### src/rtl/adc_seq_pkg.sv
package adc_seq_pkg;

    // Sequencer state; one bit tracks the group in flight
    typedef struct packed {
        logic active;    // a two-group scan is under way
        logic grp;       // 0: lower channel group, 1: upper channel group
        logic relaunch;  // control word was cleared, upper group starts next
        logic start;     // start strobe towards the converter
        logic scan_en;   // scan mode bit of the control word
        logic irq_en;    // completion signalling bit of the control word
    } seq_state_t;

    localparam seq_state_t SEQ_RESET = '0;

endpackage

### src/rtl/adc_seq_ctrl.sv
module adc_seq_ctrl
    import adc_seq_pkg::*;
(
    input  logic clk,
    input  logic rst_n,
    input  logic tick_i,
    input  logic done_i,
    output logic start_o,
    output logic grp_o,
    output logic scan_en_o,
    output logic irq_en_o,
    output logic active_o,
    output logic wr_en_o,
    output logic wr_grp_o
);

    seq_state_t state_d, state_q;
    logic       accept_done;

    always_comb begin
        state_d       = state_q;
        state_d.start = 1'b0;
        accept_done   = done_i && state_q.scan_en;

        if (state_q.relaunch) begin
            // second group follows the cleared control word by one cycle
            state_d.relaunch = 1'b0;
            state_d.start    = 1'b1;
            state_d.scan_en  = 1'b1;
            state_d.irq_en   = 1'b1;
        end else if (accept_done) begin
            state_d.scan_en = 1'b0;
            state_d.irq_en  = 1'b0;
            if (!state_q.grp) begin
                state_d.grp      = 1'b1;
                state_d.relaunch = 1'b1;
            end else begin
                state_d.grp    = 1'b0;
                state_d.active = 1'b0;
            end
        end else if (tick_i && !state_q.active) begin
            state_d.active  = 1'b1;
            state_d.grp     = 1'b0;
            state_d.start   = 1'b1;
            state_d.scan_en = 1'b1;
            state_d.irq_en  = 1'b1;
        end
    end

    always_ff @(posedge clk or negedge rst_n) begin
        if (!rst_n) begin
            state_q <= SEQ_RESET;
        end else begin
            state_q <= state_d;
        end
    end

    assign start_o   = state_q.start;
    assign grp_o     = state_q.grp;
    assign scan_en_o = state_q.scan_en;
    assign irq_en_o  = state_q.irq_en;
    assign active_o  = state_q.active;
    assign wr_en_o   = accept_done && !state_q.relaunch;
    assign wr_grp_o  = state_q.grp;

endmodule

### src/rtl/adc_lane_trim.sv
module adc_lane_trim #(
    parameter int RAW_W = 16,
    parameter int RES_W = 10,
    localparam int DROP_W = RAW_W - RES_W
) (
    input  logic [RAW_W-1:0] raw_i,
    output logic [RES_W-1:0] res_o
);

    logic unused_low;

    // left-justified converter word: keep the top RES_W bits
    assign res_o      = raw_i[RAW_W-1 -: RES_W];
    assign unused_low = ^raw_i[DROP_W-1:0];

endmodule

### src/rtl/adc_result_bank.sv
module adc_result_bank #(
    parameter int LANES = 4,
    parameter int RES_W = 10,
    localparam int NUM_CH = 2 * LANES,
    localparam int CH_W   = $clog2(NUM_CH),
    localparam int LANE_W = $clog2(LANES)
) (
    input  logic                   clk,
    input  logic                   rst_n,
    input  logic                   wr_en_i,
    input  logic                   wr_grp_i,
    input  logic [LANES*RES_W-1:0] wr_data_i,
    input  logic [CH_W-1:0]        rd_ch_i,
    output logic [RES_W-1:0]       rd_val_o
);

    logic [RES_W-1:0] bank_d [NUM_CH];
    logic [RES_W-1:0] bank_q [NUM_CH];

    always_comb begin
        bank_d = bank_q;
        if (wr_en_i) begin
            for (int l = 0; l < LANES; l++) begin
                bank_d[{wr_grp_i, LANE_W'(l)}] = wr_data_i[l*RES_W +: RES_W];
            end
        end
    end

    always_ff @(posedge clk or negedge rst_n) begin
        if (!rst_n) begin
            for (int c = 0; c < NUM_CH; c++) begin
                bank_q[c] <= '0;
            end
        end else begin
            bank_q <= bank_d;
        end
    end

    assign rd_val_o = bank_q[rd_ch_i];

endmodule

### src/rtl/adc_scan_seq.sv
module adc_scan_seq #(
    parameter int LANES = 4,
    parameter int RAW_W = 16,
    parameter int RES_W = 10,
    localparam int NUM_CH = 2 * LANES,
    localparam int CH_W   = $clog2(NUM_CH)
) (
    input  logic                   clk,
    input  logic                   rst_n,
    input  logic                   tick_i,
    input  logic                   conv_done_i,
    input  logic [LANES*RAW_W-1:0] conv_res_i,
    input  logic [CH_W-1:0]        rd_ch_i,
    output logic [RES_W-1:0]       rd_val_o,
    output logic                   conv_start_o,
    output logic                   grp_sel_o,
    output logic                   scan_en_o,
    output logic                   irq_en_o
);

    logic                   wr_en;
    logic                   wr_grp;
    logic                   seq_active;
    logic [LANES*RES_W-1:0] trimmed;

    adc_seq_ctrl u_ctrl (
        .clk       (clk),
        .rst_n     (rst_n),
        .tick_i    (tick_i),
        .done_i    (conv_done_i),
        .start_o   (conv_start_o),
        .grp_o     (grp_sel_o),
        .scan_en_o (scan_en_o),
        .irq_en_o  (irq_en_o),
        .active_o  (seq_active),
        .wr_en_o   (wr_en),
        .wr_grp_o  (wr_grp)
    );

    for (genvar g = 0; g < LANES; g++) begin : g_trim
        adc_lane_trim #(
            .RAW_W (RAW_W),
            .RES_W (RES_W)
        ) u_trim (
            .raw_i (conv_res_i[g*RAW_W +: RAW_W]),
            .res_o (trimmed[g*RES_W +: RES_W])
        );
    end

    adc_result_bank #(
        .LANES (LANES),
        .RES_W (RES_W)
    ) u_bank (
        .clk       (clk),
        .rst_n     (rst_n),
        .wr_en_i   (wr_en),
        .wr_grp_i  (wr_grp),
        .wr_data_i (trimmed),
        .rd_ch_i   (rd_ch_i),
        .rd_val_o  (rd_val_o)
    );

endmodule

### config.mk
export PLATFORM = sky130hd
export DESIGN_NAME = adc_scan_seq
export DESIGN_NICKNAME = d
export VERILOG_FILES = /design/src/rtl/adc_seq_pkg.sv /design/src/rtl/adc_seq_ctrl.sv /design/src/rtl/adc_lane_trim.sv /design/src/rtl/adc_result_bank.sv /design/src/rtl/adc_scan_seq.sv
export SDC_FILE = /design/constraint.sdc
export NUM_CORES = 1
export LEC_CHECK = 0
export ABC_CLOCK_PERIOD_IN_PS = 1690
export CAP_MARGIN = 20
export CELL_PAD_IN_SITES_DETAIL_PLACEMENT = 1
export CELL_PAD_IN_SITES_GLOBAL_PLACEMENT = 2
export CORE_MARGIN = 5
export CORE_UTILIZATION = 43
export CTS_BUF_LIST = sky130_fd_sc_hd__clkbuf_8
export DETAILED_ROUTE_END_ITERATION = 7
export DONT_BUFFER_PORTS = 1
export HOLD_SLACK_MARGIN = 0.12
export PLACE_DENSITY = 0.89
export SLEW_MARGIN = 20
export SYNTH_ARGS = -nofsm -noshare
export SYNTH_HDL_FRONTEND = slang
export SYNTH_SLANG_ARGS = --single-unit
### constraint.sdc
create_clock -name clk -period 1.69 [get_ports clk]
set_input_delay 0.338 -clock clk [delete_from_list [all_inputs] [get_ports clk]]
set_output_delay 0.338 -clock clk [all_outputs]
set_load 0.005 [all_outputs]
==> Implementation_results.wiki, run 1 <==
{| class="wikitable"
! Metric !! Value
|-
| Pin count of the biggest net entering global routing || 86
|-
| Unique cell type count in the Yosys netlist || 22
|-
| Clock period minus worst slack || approximately 1.9 ns
|-
| Fin cells || approximately 410
|-
| Final HPWL DP || between 5000 and 6000 um
|-
| Vias after detailed routing || roughly 2200
|-
| Power share of the clock group || a little under two fifths
|-
| Antenna violations before repair || 0
|-
| Net count of the mapped netlist || roughly 300
|-
| Data arrival time of the critical path || around 1.6 ns
|-
| Crit path capture type || output pin
|-
| Clk_skew || about 0.0074 ns
|-
| Leakage power of the design || approximately 2.5 nW
|-
| Proportion of register bits with asynchronous set or reset after synthesis || 100%
|-
| Flop pwr share || ~58%
|-
| P&R area growth vs syn || 23.2%
|-
| Worst slack on hold paths || -0.336 ns
|-
| CTS tree || yes
|-
| Unrepaired setup endpoints after global routing || true
|-
| VDD IR max || 0.423 mV
|-
| Fill cells || 864
|-
| Count of final max-slew check failures || 0
|-
| Global route overflow || 0
|-
| Power per cell area || just over 700 mW/mm^2
|-
| Buffer depth of the longest clock path || 2
|-
| Crit path max-delay family || multiplexers
|-
| Combined global-route utilization of all metal layers || roughly 16%
|-
| Detailed-route vias per instance || 5.33
|-
| Leading post-synthesis cells by cell area || sky130_fd_sc_hd__dfrtp_1 54%, sky130_fd_sc_hd__mux2_4 15%, sky130_fd_sc_hd__mux2_2 14%
|-
| Die height || about 110 um
|-
| Total clock buffers created by CTS || 9
|-
| Final number of setup-violating endpoints || 10
|-
| Share of the synthesized area in the top cell type || between 50% and 60%
|-
| Post-Synthesis Mean Instance Area || approximately 18 um^2
|-
| Ratio of cells with drive above 1 in the final layout || 51.5%
|-
| Clock latency on the worst-skew pair || between 0.3 and 0.4 ns
|-
| Clock root buffer master || sky130_fd_sc_hd__clkbuf_8
|-
| Yosys reg bits || between 80 and 90
|-
| Detailed-routing iteration count for the pre-antenna-repair pass || 4
|-
| Switching power as a share of total power || between 20% and 30%
|-
| Area of the placeable core || 0.00911 mm^2
|-
| Final Routed Wirelength || ~8900 um
|-
| Drt drc || 0
|-
| Final ANT Viol Nets || 0
|-
| CTS clock-pin slew for the worst setup and hold paths || about 0.090 ns
|-
| Worst reg2reg startpoint || u_ctrl.state_q[3]$_DFF_PN0_
|-
| Overall die width || roughly 110 um
|-
| DR WL/cell || about 22 um
|-
| Nets || between 300 and 400
|-
| Routability cong. || between 0.6 and 0.7
|-
| Leading cell types by count after synthesis || 85 x sky130_fd_sc_hd__dfrtp_1, 50 x sky130_fd_sc_hd__mux2_2, 40 x sky130_fd_sc_hd__mux2_4
|-
| Switching pwr || ~800 uW
|-
| Worst relative slew slack || between 80 and 90%
|-
| Crit-path cells || mux4_2, mux2_4
|-
| Least-Margin Pin Slew || between 0.2 and 0.25 ns
|-
| Number of H-tree levels || 3
|-
| Worst Path Buf+Inv || 0
|-
| Classification of the worst setup path || register to output pin
|-
| Area of the die || between 0.01 and 0.015 mm^2
|-
| Number of diodes || 0
|-
| Starting density of the core || approximately 44%
|-
| Synth area leader || sky130_fd_sc_hd__dfrtp_1
|-
| R2R Setup Slk || 0.10 ns
|-
| Post-Synthesis Cells || ~230
|-
| Setup crit start kind || register
|-
| Global-route wire length before repair || roughly 14000 um
|-
| Number of hold violations in the final report || 85
|-
| Highest achievable clock rate || around 530 MHz
|-
| Number of port buffers || 0
|-
| Crit path max fanout || 2
|-
| Count of maximum capacitance violations || 0
|-
| Ys Warns || 0
|-
| Cell with the most instances after synthesis || sky130_fd_sc_hd__dfrtp_1
|-
| Primary FF master, synth || sky130_fd_sc_hd__dfrtp_1
|-
| Slowest cell on the critical path || sky130_fd_sc_hd__mux4_2
|-
| Cell count after placement || ~330
|-
| I/O Pins || 85
|-
| Number of sinks handled by clock tree synthesis || 85
|-
| Via count of the first global-routing pass || approximately 2500
|-
| Count of flip-flops with a built-in enable after synthesis || 0
|-
| Peak per-stage delay on the critical path || roughly 0.52 ns
|-
| Data required, critical path || 1.35 ns
|-
| Worst slack at placement || between 0.08 and 0.09 ns
|-
| Hold WC Path Type || input port to async pin
|-
| Synth Cell Area || between 0.003 and 0.004 mm^2
|-
| Final Worst Setup Slack || -0.204 ns
|-
| Result of the run || finished with violations
|-
| Share of the cycle needed by the critical path after routing || 112%
|-
| Failing checks || hold timing, setup timing
|-
| Cells on worst reg2reg path || 4
|-
| Internal power || between 2 and 3 mW
|-
| Combinational group share of total power || 3.9%
|-
| Capture instance of the worst register-to-register path || u_bank.bank_q[71]$_DFFE_PN0P_
|-
| Cell row count || 35
|-
| Iteration-0 DRC count of the detailed router || 110
|-
| Sequential area share after synthesis || about 54%
|}
[through the flow]
step	power, mW	cell area [um^2]	setup TNS, ns	util, %
after floorplan	2.13	3980	0	-
after global placement	2.11	4080	0	44.8
after detailed placement	2.11	4080	0	44.8
after global routing	3.66	4900	-2.32	53.8
final	3.52	4900	-1.70	53.8
after CTS	3.53	4720	-1.98	51.9
[flip-flops by register name, summed over array words and instances, names as in the netlist]
| register | count |
|---|---|
| u_bank.bank_q | 80 |
| u_ctrl.active_o | 1 |
| u_ctrl.grp_o | 1 |
| u_ctrl.scan_en_o | 1 |
| u_ctrl.start_o | 1 |
| u_ctrl.state_q | 1 |
[how the worst max path moves through the flow]
stage                                              from                             to  slack (ns)  cells past startpoint
after floorplan                              rd_ch_i[0]                    rd_val_o[0]        0.05                      3
after global placement         u_ctrl.grp_o$_DFFE_PN0P_  u_bank.bank_q[26]$_DFFE_PN0P_        0.11                      4
after detailed placement       u_ctrl.grp_o$_DFFE_PN0P_  u_bank.bank_q[26]$_DFFE_PN0P_        0.09                      4
after CTS                 u_bank.bank_q[12]$_DFFE_PN0P_                    rd_val_o[2]       -0.22                      2
after global routing      u_bank.bank_q[28]$_DFFE_PN0P_                    rd_val_o[8]       -0.25                      2
final                     u_bank.bank_q[12]$_DFFE_PN0P_                    rd_val_o[2]       -0.20                      2
[area by class of cell]
cell class                 count  area, um^2  area share (%)
sequential                    85        2130            43.4
multi-input combinational    122        1750            35.6
clock buffer                  10         138            2.81
clock inverter                 6        47.5           0.971
timing repair buffer          71         691            14.1
tap                          111         139            2.84
inverter                       3        11.3           0.230
[what timing repair did]
action,4_1_cts,5_1_grt
endpoints found under the setup margin,10,12
cloned,0,0
pin swaps,0,0
hold endpoints to repair,143,100
resized for setup,8,3
setup buffers,8,7
hold buffers,37,11
[cells by family after synthesis]
| family | after synthesis | share of synthesized area [%] |
|---|---|---|
| multiplexers | 110 | 40.6 |
| buffers and inverters | 18 | 3.81 |
| AND/OR/NAND/NOR | 6 | 1.10 |
| AO/OA/AOI/OAI | 6 | 0.976 |
| flip-flops | 85 | 53.5 |
[layout by cell type (no fill, tap or decap), drive strengths merged]
master,n
mux2,90
dfrtp,85
dlygate4sd3,48
buf,23
mux4,20
clkbuf,10
inv,4
clkinv,4
o21ai,2
nand2,2
a31o,1
nor3,1
or3,1
a21o,1
nand2b,1
a21oi,1
o21bai,1
nor2b,1
clkinvlp,1
[power by group through the flow]
stage	registers [mW]	clock network (mW)	logic, mW
floorplan	2.08	0	0.0519
global placement	2.07	0	0.0316
detailed placement	2.07	0	0.0323
CTS	2.03	1.38	0.112
global route	2.03	1.48	0.144
finish	2.03	1.35	0.137
[worst register-to-register path: cells and delay by family (launching register included)]
family | cells | cell delay [ns]
buffers and inverters | 2 | 0.46
flip-flops | 1 | 0.40
multiplexers | 1 | 0.38
AND/OR/NAND/NOR | 1 | 0.23
[per-layer routing]
layer	vias up	share of wire (%)	GRT usage (%)
met3	9	4.2	5.22
met5	-	0	0
li1	963	-	-
met2	40	55	29.0
met1	1164	40	19.7
met4	0	0.94	3.61
Power figures use the tool's default switching activity.
==> inputs of run 2 (changes only) <==
--- a/config.mk
+++ b/config.mk
@@ -6,7 +6,6 @@
 export NUM_CORES = 1
 export LEC_CHECK = 0
 export ABC_CLOCK_PERIOD_IN_PS = 1690
-export CAP_MARGIN = 20
 export CELL_PAD_IN_SITES_DETAIL_PLACEMENT = 1
 export CELL_PAD_IN_SITES_GLOBAL_PLACEMENT = 2
 export CORE_MARGIN = 5
==> results of run 2 <==
Final layout, timing and power as in run 1 (identical DEF).
